$ cat src/rtl/touch_frame_filter.sv
module touch_frame_filter #(
  parameter int COORD_W   = 10,
  parameter int WORD_W    = 32,
  parameter int X_LSB     = 16,
  parameter int Y_LSB     = 0,
  parameter int PEN_BIT   = 31,
  parameter int FRAME_LEN = 4,
  parameter int MID_FIRST = 1
) (
  input  logic               clk,
  input  logic               rst,
  input  logic               in_valid,
  output logic               in_ready,
  input  logic [WORD_W-1:0]  in_word,
  input  logic               in_flush,
  input  logic               in_overrun,
  output logic               rpt_valid,
  output logic               rpt_touch,
  output logic [COORD_W-1:0] rpt_x,
  output logic [COORD_W-1:0] rpt_y
);
  localparam int CNT_W      = $clog2(FRAME_LEN + 1);
  localparam int SUM_W      = COORD_W + 1;
  localparam int MID_SECOND = MID_FIRST + 1;

  logic [CNT_W-1:0] cnt;
  logic [SUM_W-1:0] sum_x, sum_y;

  assign in_ready = 1'b1;

  wire               take     = in_valid && in_ready && !in_overrun;
  wire [COORD_W-1:0] inv_x    = ~in_word[X_LSB +: COORD_W];
  wire [COORD_W-1:0] inv_y    = ~in_word[Y_LSB +: COORD_W];
  wire               is_mid   = take && (cnt == CNT_W'(MID_FIRST) || cnt == CNT_W'(MID_SECOND));
  wire               full     = take && (cnt == CNT_W'(FRAME_LEN - 1));
  wire               close    = !in_overrun && (full || in_flush);
  wire               pen_down = !in_word[PEN_BIT];

  always_ff @(posedge clk) begin
    if (rst) begin
      cnt       <= '0;
      sum_x     <= '0;
      sum_y     <= '0;
      rpt_valid <= 1'b0;
      rpt_touch <= 1'b0;
      rpt_x     <= '0;
      rpt_y     <= '0;
    end else begin
      rpt_valid <= close;
      if (in_overrun || close) begin
        cnt   <= '0;
        sum_x <= '0;
        sum_y <= '0;
      end else begin
        if (take) cnt <= cnt + CNT_W'(1);
        if (is_mid) begin
          sum_x <= sum_x + SUM_W'(inv_x);
          sum_y <= sum_y + SUM_W'(inv_y);
        end
      end
      if (close) begin
        rpt_touch <= full && pen_down;
        if (full && pen_down) begin
          rpt_x <= sum_x[SUM_W-1:1];
          rpt_y <= sum_y[SUM_W-1:1];
        end
      end
    end
  end
endmodule


$ cat config.mk
export PLATFORM = sky130hd
export DESIGN_NAME = touch_frame_filter
export DESIGN_NICKNAME = d
export VERILOG_FILES = /design/src/rtl/touch_frame_filter.sv
export SDC_FILE = /design/constraint.sdc
export NUM_CORES = 1
export LEC_CHECK = 0
export BUFFER_PORTS_ARGS = -buffer_cell sky130_fd_sc_hd__buf_2
export CORE_ASPECT_RATIO = 0.8
export CORE_MARGIN = 1
export CORE_UTILIZATION = 47
export DETAILED_ROUTE_END_ITERATION = 10
export PLACE_DENSITY = 0.75
export SYNTH_ARGS = -nofsm -noshare
export SYNTH_HDL_FRONTEND = slang
export SYNTH_SLANG_ARGS = --single-unit
$ cat constraint.sdc
create_clock -name clk -period 2.2 [get_ports clk]
set_input_delay 0.22 -clock clk [delete_from_list [all_inputs] [get_ports clk]]
set_output_delay 0.22 -clock clk [all_outputs]
set_load 0.02 [all_outputs]
==> run_results.csv, run 1 <==
group,metric,value,unit
worst_hold_path,min-delay-path-class,"input port to flop",
worst_setup_path,cp-end-kind,"flop",
cts,clock-root-buffer,"sky130_fd_sc_hd__clkbuf_8",
finish,antenna-diode-count,0,
sta,unrepaired_setup_endpoints_after_global_routing,"false",
worst_setup_path,rr_startpoint,"sum_y[0]$_SDFFE_PP0P_",
worst_setup_path,reg2reg_slack,0.11,ns
worst_setup_path,critical_path_required,2.44,ns
sta,timing.clock.skew,0.00503,ns
worst_hold_path,min_delay_worst_endpoint,"rpt_valid$_SDFF_PP0_",
placement,gp_congestion,0.843,
finish,syn_to_final_growth,16.9,%
synthesis,synth.cell_area,2540,sq um
sta,max_slew_headroom_at_the_worst_pin,0.504,
finish,ff_latch_area,941,sq um
synthesis,number_of_enable_type_register_cells_in_the_synthesized_netlist,0,
routing,drt_pass1_iterations,7,
sta,report.final.setup_viol,0,
floorplan,die-area,5700,sq um
sta,least_margin_pin_slew,0.744,ns
cts,clk_pin_slew,0.09,ns
status,failed_checks,"design-rule violations",
routing,routedWlPerCell,13.1,microns
finish,post-route-cell-area,2970,sq um
finish,final_cells,434,
routing,drtIter0Drc,100,
flow_run,drv_cap,0,
global_route,grt_max_degree,24,
sta,max_freq,479,MHz
cts,cts_hold_buffers,0,
pwr,largest_voltage_drop_on_the_vdd_net,0.341,mV
synthesis,synthesis.yosys.warnings,0,
global_route,globalRoute.totalOverflow,0,
sta,finalWorstPathRequiredPeriod,2.09,ns
sta,tns,0,ns
worst_setup_path,type_of_the_worst_setup_path,"flop to flop",
cts,post-cts-setup-buffers,0,
synthesis,ys_top_cells_by_count,"83 x sky130_fd_sc_hd__nand2_1, 47 x sky130_fd_sc_hd__a21oi_1, 47 x sky130_fd_sc_hd__dfxtp_1, 24 x sky130_fd_sc_hd__ha_1, 23 x sky130_fd_sc_hd__inv_1",
sta,final_min_period_over_clock_period,0.949,
cts,clock_insertion_delay_worst_skew,0.30,ns
pwr,leakage,1.35,nW
cts,cts_sinks,47,
global_route,vias_in_the_first_global_route,2098,
sta,timing_max_transition_violations_final,0,
synthesis,synth.ff_latch_count,47,
status,outcome,"finished with violations",
global_route,grt_util_all_layers,0.216,
sta,timing.final.hold_violations,0,
finish,multi_input_comb_area,1460,sq um
pwr,total_power,1.60,mW
routing,wl,5.67,mm
synthesis,mean_cell_area_of_the_mapped_netlist,7.86,sq um
synthesis,synthCells,323,
cts,tritoncts.num_buffers,5,
cts,clock_tree.htree_level_count,2,
routing,viasPerCell,5.29,
worst_setup_path,reg2reg_to,"sum_y[10]$_SDFFE_PP0P_",
global_route,grt_busiest_layer,"met2",
worst_setup_path,critical_path.max_fanout,3,
routing,ant_nets,0,
floorplan,num_rows,23,
floorplan,io_pins,60,
synthesis,synth_seq_area_share,0.371,
global_route,grt_util_met2,0.375,
placement,placement.io_buffers,47,
routing,detailroute.via_count,2298,
global_route,grt_use_met3,0.0513,
synthesis,yosys-top-cells-area,"sky130_fd_sc_hd__dfxtp_1 37%, sky130_fd_sc_hd__nand2_1 12%, sky130_fd_sc_hd__ha_1 12%",
synthesis,synth_ff_type,"sky130_fd_sc_hd__dfxtp_1",
floorplan,initial_core_util,0.498,
placement,placed_cells,427,
placement,dp_hpwl,4.17,mm
cts,cts_tree,"yes",
worst_hold_path,timing.hold.worst.start,"in_overrun",
floorplan,core_area,5090,sq um
placement,placement.cell_area,2850,sq um
floorplan,die_height,67.7,microns
global_route,global_route_wire_length_before_repair,9.45,mm
synthesis,synthDistinctLibCells,41,
synthesis,post-synth-top-count-cell,"sky130_fd_sc_hd__nand2_1",
synthesis,synth_top_area_cell,"sky130_fd_sc_hd__dfxtp_1",
pwr,power.density,541,nW/um^2
global_route,antenna_violations_before_repair,0,
finish,ratio_of_cells_with_drive_above_1_in_the_final_layout,0.183,
finish,layout.nets,435,
worst_setup_path,worstPathArrival,2.33,ns
cts,max-clock-path-buffers,2,
floorplan,dieWidth,84.2,microns
worst_setup_path,worst_setup_path_start_kind,"flop",
cts,post_cts_resize_count,1,
sta,final.hold.worst_slack,0.174,ns
synthesis,synthDominantCellAreaShare,0.371,
worst_hold_path,worst_hold_path_cell_count,2,
global_route,met1_track_utilization_from_global_routing,0.270,
finish,n_fill_cell,495,
synthesis,async_flop_share,0,
routing,remaining_drc_errors,5,
worst_setup_path,r2r_cells,8,
synthesis,syn_nets,386,
## state kept, by name (all words and copies together) (netlist names)
register / flops
rpt_x: 10
rpt_valid: 1
sum_x: 11
rpt_touch: 1
cnt: 3
rpt_y: 10
sum_y: 11
## layout by cell type (no fill, tap or decap), types with 2 or more instances in the layout
cell type	synthesis	layout
sky130_fd_sc_hd__a211oi_1	5	5
sky130_fd_sc_hd__a21o_1	6	6
sky130_fd_sc_hd__a21oi_1	47	46
sky130_fd_sc_hd__a31oi_1	2	2
sky130_fd_sc_hd__and3_1	2	2
sky130_fd_sc_hd__buf_2	1	47
sky130_fd_sc_hd__buf_4	1	8
sky130_fd_sc_hd__clkbuf_8	0	5
sky130_fd_sc_hd__dfxtp_1	47	47
sky130_fd_sc_hd__fa_1	2	2
sky130_fd_sc_hd__ha_1	24	24
sky130_fd_sc_hd__inv_1	23	23
sky130_fd_sc_hd__nand2_1	83	83
sky130_fd_sc_hd__nand3_1	8	8
sky130_fd_sc_hd__nand4_1	4	4
sky130_fd_sc_hd__nor2_1	11	11
sky130_fd_sc_hd__nor3_2	1	2
sky130_fd_sc_hd__o21ai_0	6	6
sky130_fd_sc_hd__or3_1	4	4
sky130_fd_sc_hd__or4_1	2	2
sky130_fd_sc_hd__xnor2_1	9	9
sky130_fd_sc_hd__xor2_1	4	4
## critical path, stage by stage (launching register included)
cell	delay, ns
sky130_fd_sc_hd__dfxtp_1	0.33
sky130_fd_sc_hd__ha_1	0.21
sky130_fd_sc_hd__fa_1	0.42
sky130_fd_sc_hd__a21o_1	0.20
sky130_fd_sc_hd__a211o_1	0.31
sky130_fd_sc_hd__a21oi_2	0.16
sky130_fd_sc_hd__o31a_1	0.17
sky130_fd_sc_hd__o21ai_0	0.08
sky130_fd_sc_hd__a21oi_1	0.14
## report_power, final
part | total (mW) | internal, mW | leakage [nW] | switching [mW]
logic | 0.124 | 0.0507 | 0.919 | 0.0736
registers | 0.854 | 0.852 | 0.379 | 0.00160
clock network | 0.626 | 0.333 | 0.0513 | 0.292
total | 1.60 | 1.24 | 1.35 | 0.368
## layout make-up
type                       count  share of cell area
multi-input combinational    240               0.493
sequential                    47               0.317
timing repair buffer          55              0.0995
inverter                      23              0.0291
tap                           62              0.0261
clock buffer                   6              0.0245
clock inverter                 1              0.0101
## worst max path at each step
stage	start	end	depth (start not counted)	slack, ns
finish	sum_y[0]$_SDFFE_PP0P_	sum_y[10]$_SDFFE_PP0P_	8	0.11
global route	sum_x[0]$_SDFFE_PP0P_	sum_x[10]$_SDFFE_PP0P_	8	0.005
CTS	sum_y[0]$_SDFFE_PP0P_	sum_y[10]$_SDFFE_PP0P_	8	0.06
detailed placement	in_word[16]	sum_x[10]$_SDFFE_PP0P_	10	0.02
global placement	in_word[16]	sum_x[10]$_SDFFE_PP0P_	10	0.08
floorplan	sum_x[0]$_SDFFE_PP0P_	sum_x[10]$_SDFFE_PP0P_	8	0.20
## cells by family after synthesis
logic type	synth area share
multiplexers	0.00394
XOR/XNOR	0.0449
buffers and inverters	0.0582
other	0.00148
AND/OR/NAND/NOR	0.210
flip-flops	0.371
AO/OA/AOI/OAI	0.177
adder cells (fa/ha/maj)	0.134
## metrics by stage
stage,worst slack [ns],util
floorplan,0.196,-
global placement,0.0754,0.560
detailed placement,0.0183,0.560
CTS,0.0605,0.582
global route,0.00534,0.582
finish,0.112,0.582
## metal layers
| metal | vias up | wire length [microns] |
|---|---|---|
| met5 | - | 0 |
| met4 | 0 | 83 |
| met3 | 7 | 232 |
| met2 | 56 | 2470 |
| met1 | 1049 | 2880 |
| li1 | 1186 | - |
Power figures use the tool's default switching activity.
==> inputs of run 2 (changes only) <==
Settings changed: CORE_UTILIZATION 47 to 53, PLACE_DENSITY 0.75 to 0.83.
==> run 2 against run 1 <==
Critical endpoint is now sum_x[10]$_SDFFE_PP0P_. Sequential share of layout area down 0.46 points. Largest power group unchanged. Highest routed layer unchanged. The flow now finishes without violations. Core utilization up 7.2 points. Count of clock-buffer cells in the layout unchanged. Critical path type unchanged. Die area down 11%. Sequential power about the same.
==> run_results.csv, run 2 (synthesis gave the netlist of run 1 again) <==
group,metric,value,unit
status,outcome,"finished clean",
floorplan,die_height,63.9,microns
sta,timing.final.hold_violations,0,
pwr,cell_internal_pwr,1.27,mW
sta,report.final.setup_viol,0,
placement,placement.io_buffers,47,
sta,max_freq,475,MHz
finish,ff_latch_area,941,sq um
pwr,leakage,1.36,nW
pwr,largest_voltage_drop_on_the_vdd_net,0.343,mV
pwr,power.density,548,nW/um^2
placement,placed_cells,425,
finish,layout_commonest_cell,"sky130_fd_sc_hd__nand2_1",
pwr,clock_group_share_of_total_power,0.406,
finish,n_fill_cell,402,
sta,least_margin_pin_slew,0.748,ns
pwr,share_of_total_power_in_combinational_logic,0.076,
global_route,globalRoute.totalOverflow,0,
routing,routedWlPerCell,13.2,microns
worst_setup_path,timing.critical_path.cells,"ha_1, fa_2, a21o_1, a221oi_4, o31ai_1, o21ai_1, xor2_1, nor2_1",
cts,clock_tree.htree_level_count,2,
worst_setup_path,critical_path.max_fanout,3,
worst_setup_path,crit_slowest_cell,"sky130_fd_sc_hd__fa_2",
floorplan,num_rows,22,
sta,tns,0,ns
finish,multi_input_comb_area,1490,sq um
cts,tritoncts.num_buffers,5,
finish,layout.nets,436,
routing,drtIter0Drc,125,
pwr,power_switching,378,uW
routing,remaining_drc_errors,0,
worst_setup_path,cpPeakStageDelay,0.36,ns
worst_setup_path,critical_path_required,2.39,ns
finish,layout.core_utilization,0.655,
sta,unrepaired_setup_endpoints_after_global_routing,"false",
finish,top_regs,"sum_x x11, sum_y x11",
finish,ratio_of_cells_with_drive_above_1_in_the_final_layout,0.198,
placement,placement.cell_area,2850,sq um
finish,post-route-cell-area,3010,sq um
cts,max-clock-path-buffers,2,
finish,syn_to_final_growth,18.6,%
global_route,antenna_violations_before_repair,0,
global_route,global_route_wire_length_before_repair,9.48,mm
sta,timing.clock.skew,0.00408,ns
finish,final_cells,434,
routing,wl,5.71,mm
placement,place_ws,0.00179,ns
pwr,power.share.switching,0.229,
sta,max_slew_headroom_at_the_worst_pin,0.501,
global_route,vias_in_the_first_global_route,2112,
floorplan,initial_core_util,0.552,
floorplan,io_pins,60,
sta,final_min_period_over_clock_period,0.957,
cts,clock_insertion_delay_worst_skew,0.31,ns
global_route,grt_max_degree,23,
cts,cts_sinks,47,
sta,timing_max_transition_violations_final,0,
cts,cts_tree,"yes",
finish,antenna-diode-count,0,
worst_setup_path,cp-end-kind,"flop",
placement,gp_congestion,0.895,
floorplan,dieWidth,79.4,microns
worst_setup_path,type_of_the_worst_setup_path,"flop to flop",
worst_setup_path,worst_setup_path_start_kind,"flop",
worst_hold_path,min-delay-path-class,"input port to flop",
global_route,grt_util_all_layers,0.238,
floorplan,core_area,4600,sq um
routing,ant_nets,0,
pwr,sequential_cell_fraction_of_total_power,0.518,
routing,detailroute.via_count,2315,
worst_setup_path,worstPathArrival,2.30,ns
sta,setup_ws,0.0957,ns
finish,layout.cells.most_common_list,"82 x sky130_fd_sc_hd__nand2_1, 47 x sky130_fd_sc_hd__dfxtp_1, 47 x sky130_fd_sc_hd__buf_2",
sta,finalWorstPathRequiredPeriod,2.10,ns
placement,dp_hpwl,3.98,mm
routing,drt_pass1_iterations,4,
floorplan,die-area,5070,sq um
flow_run,drv_cap,0,
cts,clock-root-buffer,"sky130_fd_sc_hd__clkbuf_8",
routing,viasPerCell,5.33,
cts,clk_pin_slew,0.09,ns
run 2: final timing paths:
kind,slack [ns],cells past startpoint,from,endpoint
worst max-delay path,0.1,8,sum_x[0]$_SDFFE_PP0P_,sum_x[10]$_SDFFE_PP0P_
worst min-delay path,0.17,2,in_overrun,rpt_valid$_SDFF_PP0_
worst max register to register,0.1,8,sum_x[0]$_SDFFE_PP0P_,sum_x[10]$_SDFFE_PP0P_
worst min register to register,0.46,2,rpt_y[8]$_SDFFE_PP0P_,rpt_y[8]$_SDFFE_PP0P_
run 2: cell type report:
cell class | count | area share
Timing Repair Buffer | 56 | 0.101
Clock buffer | 6 | 0.0274
Multi-Input combinational cell | 240 | 0.494
Tap cell | 60 | 0.0249
Inverter | 23 | 0.0287
Clock inverter | 2 | 0.0116
Sequential cell | 47 | 0.313
run 2: what timing repair did:
action	in CTS	in global routing
pin swaps	0	3
setup buffers	0	1
hold endpoints to repair	0	0
resized for setup	1	6
cloned	0	0
endpoints found under the setup margin	1	5
hold buffers	0	0
run 2: per-stage QoR:
| step | total power, mW | hold WS [ns] |
|---|---|---|
| after floorplan | 0.952 | 0.289 |
| after global placement | 0.992 | 0.440 |
| after detailed placement | 0.995 | 0.445 |
| after CTS | 1.65 | 0.172 |
| after global routing | 1.70 | 0.182 |
| final | 1.65 | 0.170 |
run 2: power by group through the flow:
stage	Sequential (mW)	Clock (mW)	Combinational, mW
5_1_grt	0.854	0.709	0.140
4_1_cts	0.854	0.672	0.123
6_report	0.854	0.670	0.126
2_1_floorplan	0.874	0	0.0775
3_3_place_gp	0.874	0	0.119
3_5_place_dp	0.874	0	0.121
run 2: layer usage:
metal  routed length [microns]  up-vias  global-route usage  part of all wire
met2                      2540       60               0.391              0.44
met5                         0        -                   0                 0
met4                        61        0              0.0545             0.011
met3                       291        7              0.0457             0.051
li1                          -     1185                   -                 -
met1                      2820     1063               0.322              0.49
run 2: worst max-delay path: cells and delay by family (launching register included):
kind                       cells  cell delay, ns
AOI/OAI and AO/OA              4            0.83
adders and majority gates      2            0.57
DFF                            1            0.32
xor gates and xnor gates       1            0.20
and+or+nand+nor                1            0.07
==> inputs of run 3 (changes only) <==
Settings changed: CORE_MARGIN 1 to 2, REMOVE_ABC_BUFFERS from default to 1.
==> run 3 against run 2 <==
Routed wire length about the same. Critical path type unchanged. Global-route usage decreased by 0.98 points. Flip-flop and latch count is the same. Clock power decreased by 16%. Core utilization shrank 0.84 points. Clock skew hardly changed. Count of clock-buffer cells in the layout unchanged. Cell area down 1.3%. Sequential share of layout area rose by 0.41 points. First-iteration DRC count up 15%.
==> run_results.csv, run 3 (synthesis gave the netlist of run 1 again) <==
group,metric,value,unit
status,outcome,"finished clean",
pwr,share_of_total_power_in_combinational_logic,0.080,
pwr,cell_internal_pwr,1.16,mW
finish,n_fill_cell,419,
sta,tns,0,ns
routing,highest-signal-layer,"met4",
finish,top_regs,"sum_x x11, sum_y x11",
cts,max-clock-path-buffers,2,
finish,layout.nets,436,
global_route,vias_in_the_first_global_route,2100,
worst_setup_path,worst_setup_path_start_kind,"flop",
cts,cts_sinks,47,
routing,viasPerCell,5.37,
placement,gp_congestion,0.905,
placement,placed_cells,426,
floorplan,num_rows,22,
routing,drtIter0Drc,144,
routing,ant_nets,0,
pwr,largest_voltage_drop_on_the_vdd_net,0.407,mV
routing,remaining_drc_errors,0,
worst_hold_path,min-delay-path-class,"input port to flop",
worst_setup_path,total_stage_count_of_the_critical_path,8,
routing,routed_length_on_met3,280,microns
floorplan,die-area,5360,sq um
worst_setup_path,critical_path.max_fanout,2,
cts,cts_hold_buffers,0,
routing,wl,5.72,mm
routing,drt_pass1_iterations,4,
finish,syn_to_final_growth,17.1,%
placement,placement.io_buffers,47,
cts,tritoncts.num_buffers,5,
cts,clock_tree.htree_level_count,2,
global_route,global_route_wire_length_before_repair,9.47,mm
routing,routedWlPerCell,13.2,microns
finish,layout_commonest_cell,"sky130_fd_sc_hd__nand2_1",
finish,antenna-diode-count,0,
sta,timing.final.hold_violations,0,
sta,report.final.setup_viol,0,
finish,multi_input_comb_area,1470,sq um
floorplan,io_pins,60,
floorplan,core_area,4600,sq um
global_route,globalRoute.totalOverflow,0,
sta,timing.clock.skew,0.00432,ns
global_route,grt_util_all_layers,0.228,
worst_setup_path,cp-end-kind,"flop",
worst_setup_path,critical_path_required,2.40,ns
sta,unrepaired_setup_endpoints_after_global_routing,"true",
worst_setup_path,reg2reg_slack,0.16,ns
finish,layout.cells.most_common_list,"83 x sky130_fd_sc_hd__nand2_1, 47 x sky130_fd_sc_hd__dfxtp_1, 47 x sky130_fd_sc_hd__buf_2",
worst_setup_path,crit_slowest_cell,"sky130_fd_sc_hd__fa_1",
worst_hold_path,worst_hold_path_cell_count,2,
finish,final_cells,434,
routing,m1WireLength,2.84,mm
worst_setup_path,timing.critical_path.buf_inv,0,
global_route,grt_max_degree,23,
sta,finalWorstPathRequiredPeriod,2.04,ns
sta,timing_max_transition_violations_final,0,
pwr,leakage,1.35,nW
floorplan,initial_core_util,0.552,
worst_setup_path,worstPathArrival,2.24,ns
cts,clock-root-buffer,"sky130_fd_sc_hd__clkbuf_8",
worst_setup_path,type_of_the_worst_setup_path,"flop to flop",
pwr,clock_group_share_of_total_power,0.367,
flow_run,drv_cap,0,
floorplan,dieWidth,81.4,microns
worst_setup_path,critical-path-top-delay-family,"compound AO/OA/AOI/OAI gates",
sta,final_min_period_over_clock_period,0.927,
finish,ratio_of_cells_with_drive_above_1_in_the_final_layout,0.193,
placement,dp_hpwl,4.12,mm
cts,clk_pin_slew,0.09,ns
cts,clock_insertion_delay_worst_skew,0.31,ns
global_route,antenna_violations_before_repair,0,
sta,final.hold.worst_slack,0.186,ns
sta,max_freq,490,MHz
pwr,power_switching,385,uW
cts,cts_tree,"yes",
pwr,power.share.switching,0.249,
routing,routed-wl-met2,2.54,mm
finish,ff_latch_area,941,sq um
pwr,sequential_cell_fraction_of_total_power,0.553,
floorplan,die_height,65.9,microns
pwr,power.density,520,nW/um^2
routing,detailroute.via_count,2330,
worst_setup_path,timing.critical_path.cells,"ha_1, fa_1, a21o_1, a211o_1, a21oi_2, o31a_1, or3_1, a21oi_1",
worst_setup_path,cpPeakStageDelay,0.41,ns
worst_setup_path,r2r_cells,8,
-- run 3: changes by cell type in the layout (fill, tap and decap cells not counted), sizes merged --
| cell | delta |
|---|---|
| clkinvlp | +1 |
| bufinv | -1 |
-- run 3: path summary, 6_finish.rpt --
path,end,startpoint
setup / recovery,sum_y[10]$_SDFFE_PP0P_,sum_y[0]$_SDFFE_PP0P_
hold / removal,rpt_valid$_SDFF_PP0_,in_overrun
setup reg to reg,sum_y[10]$_SDFFE_PP0P_,sum_y[0]$_SDFFE_PP0P_
hold reg to reg,rpt_y[2]$_SDFFE_PP0P_,rpt_y[2]$_SDFFE_PP0P_
-- run 3: cell type report --
class,instances,share of cell area
clock buffer,6,0.0278
clock inverter,2,0.00547
inverter,23,0.0291
multi-input combinational,240,0.494
sequential,47,0.317
tap,60,0.0253
timing repair buffer,56,0.102
-- run 3: what timing repair did --
item,CTS,global route
gates resized for setup,0,3
endpoints found under the setup margin,0,4
buffers inserted,0,0
-- run 3: power by group through the flow --
stage               combinational, mW  clock, mW  sequential, mW
detailed placement              0.123          0           0.874
CTS                             0.123      0.574           0.854
global placement                0.119          0           0.874
global route                    0.140      0.614           0.854
floorplan                      0.0701          0           0.874
finish                          0.124      0.566           0.854
-- run 3: stage by stage --
stage	utilization	total power, mW	worst slack, ns	cell area (sq um)
floorplan	-	0.944	0.157	2480
global placement	0.622	0.993	0.106	2860
detailed placement	0.622	0.996	0.0600	2860
CTS	0.643	1.55	0.0672	2960
global route	0.646	1.61	-0.000456	2970
finish	0.646	1.54	0.161	2970
-- run 3: layer usage --
metal,vias up,track usage
met4,0,0.0678
met1,1073,0.308
met2,60,0.367
li1,1190,-
met5,-,0
met3,7,0.0478
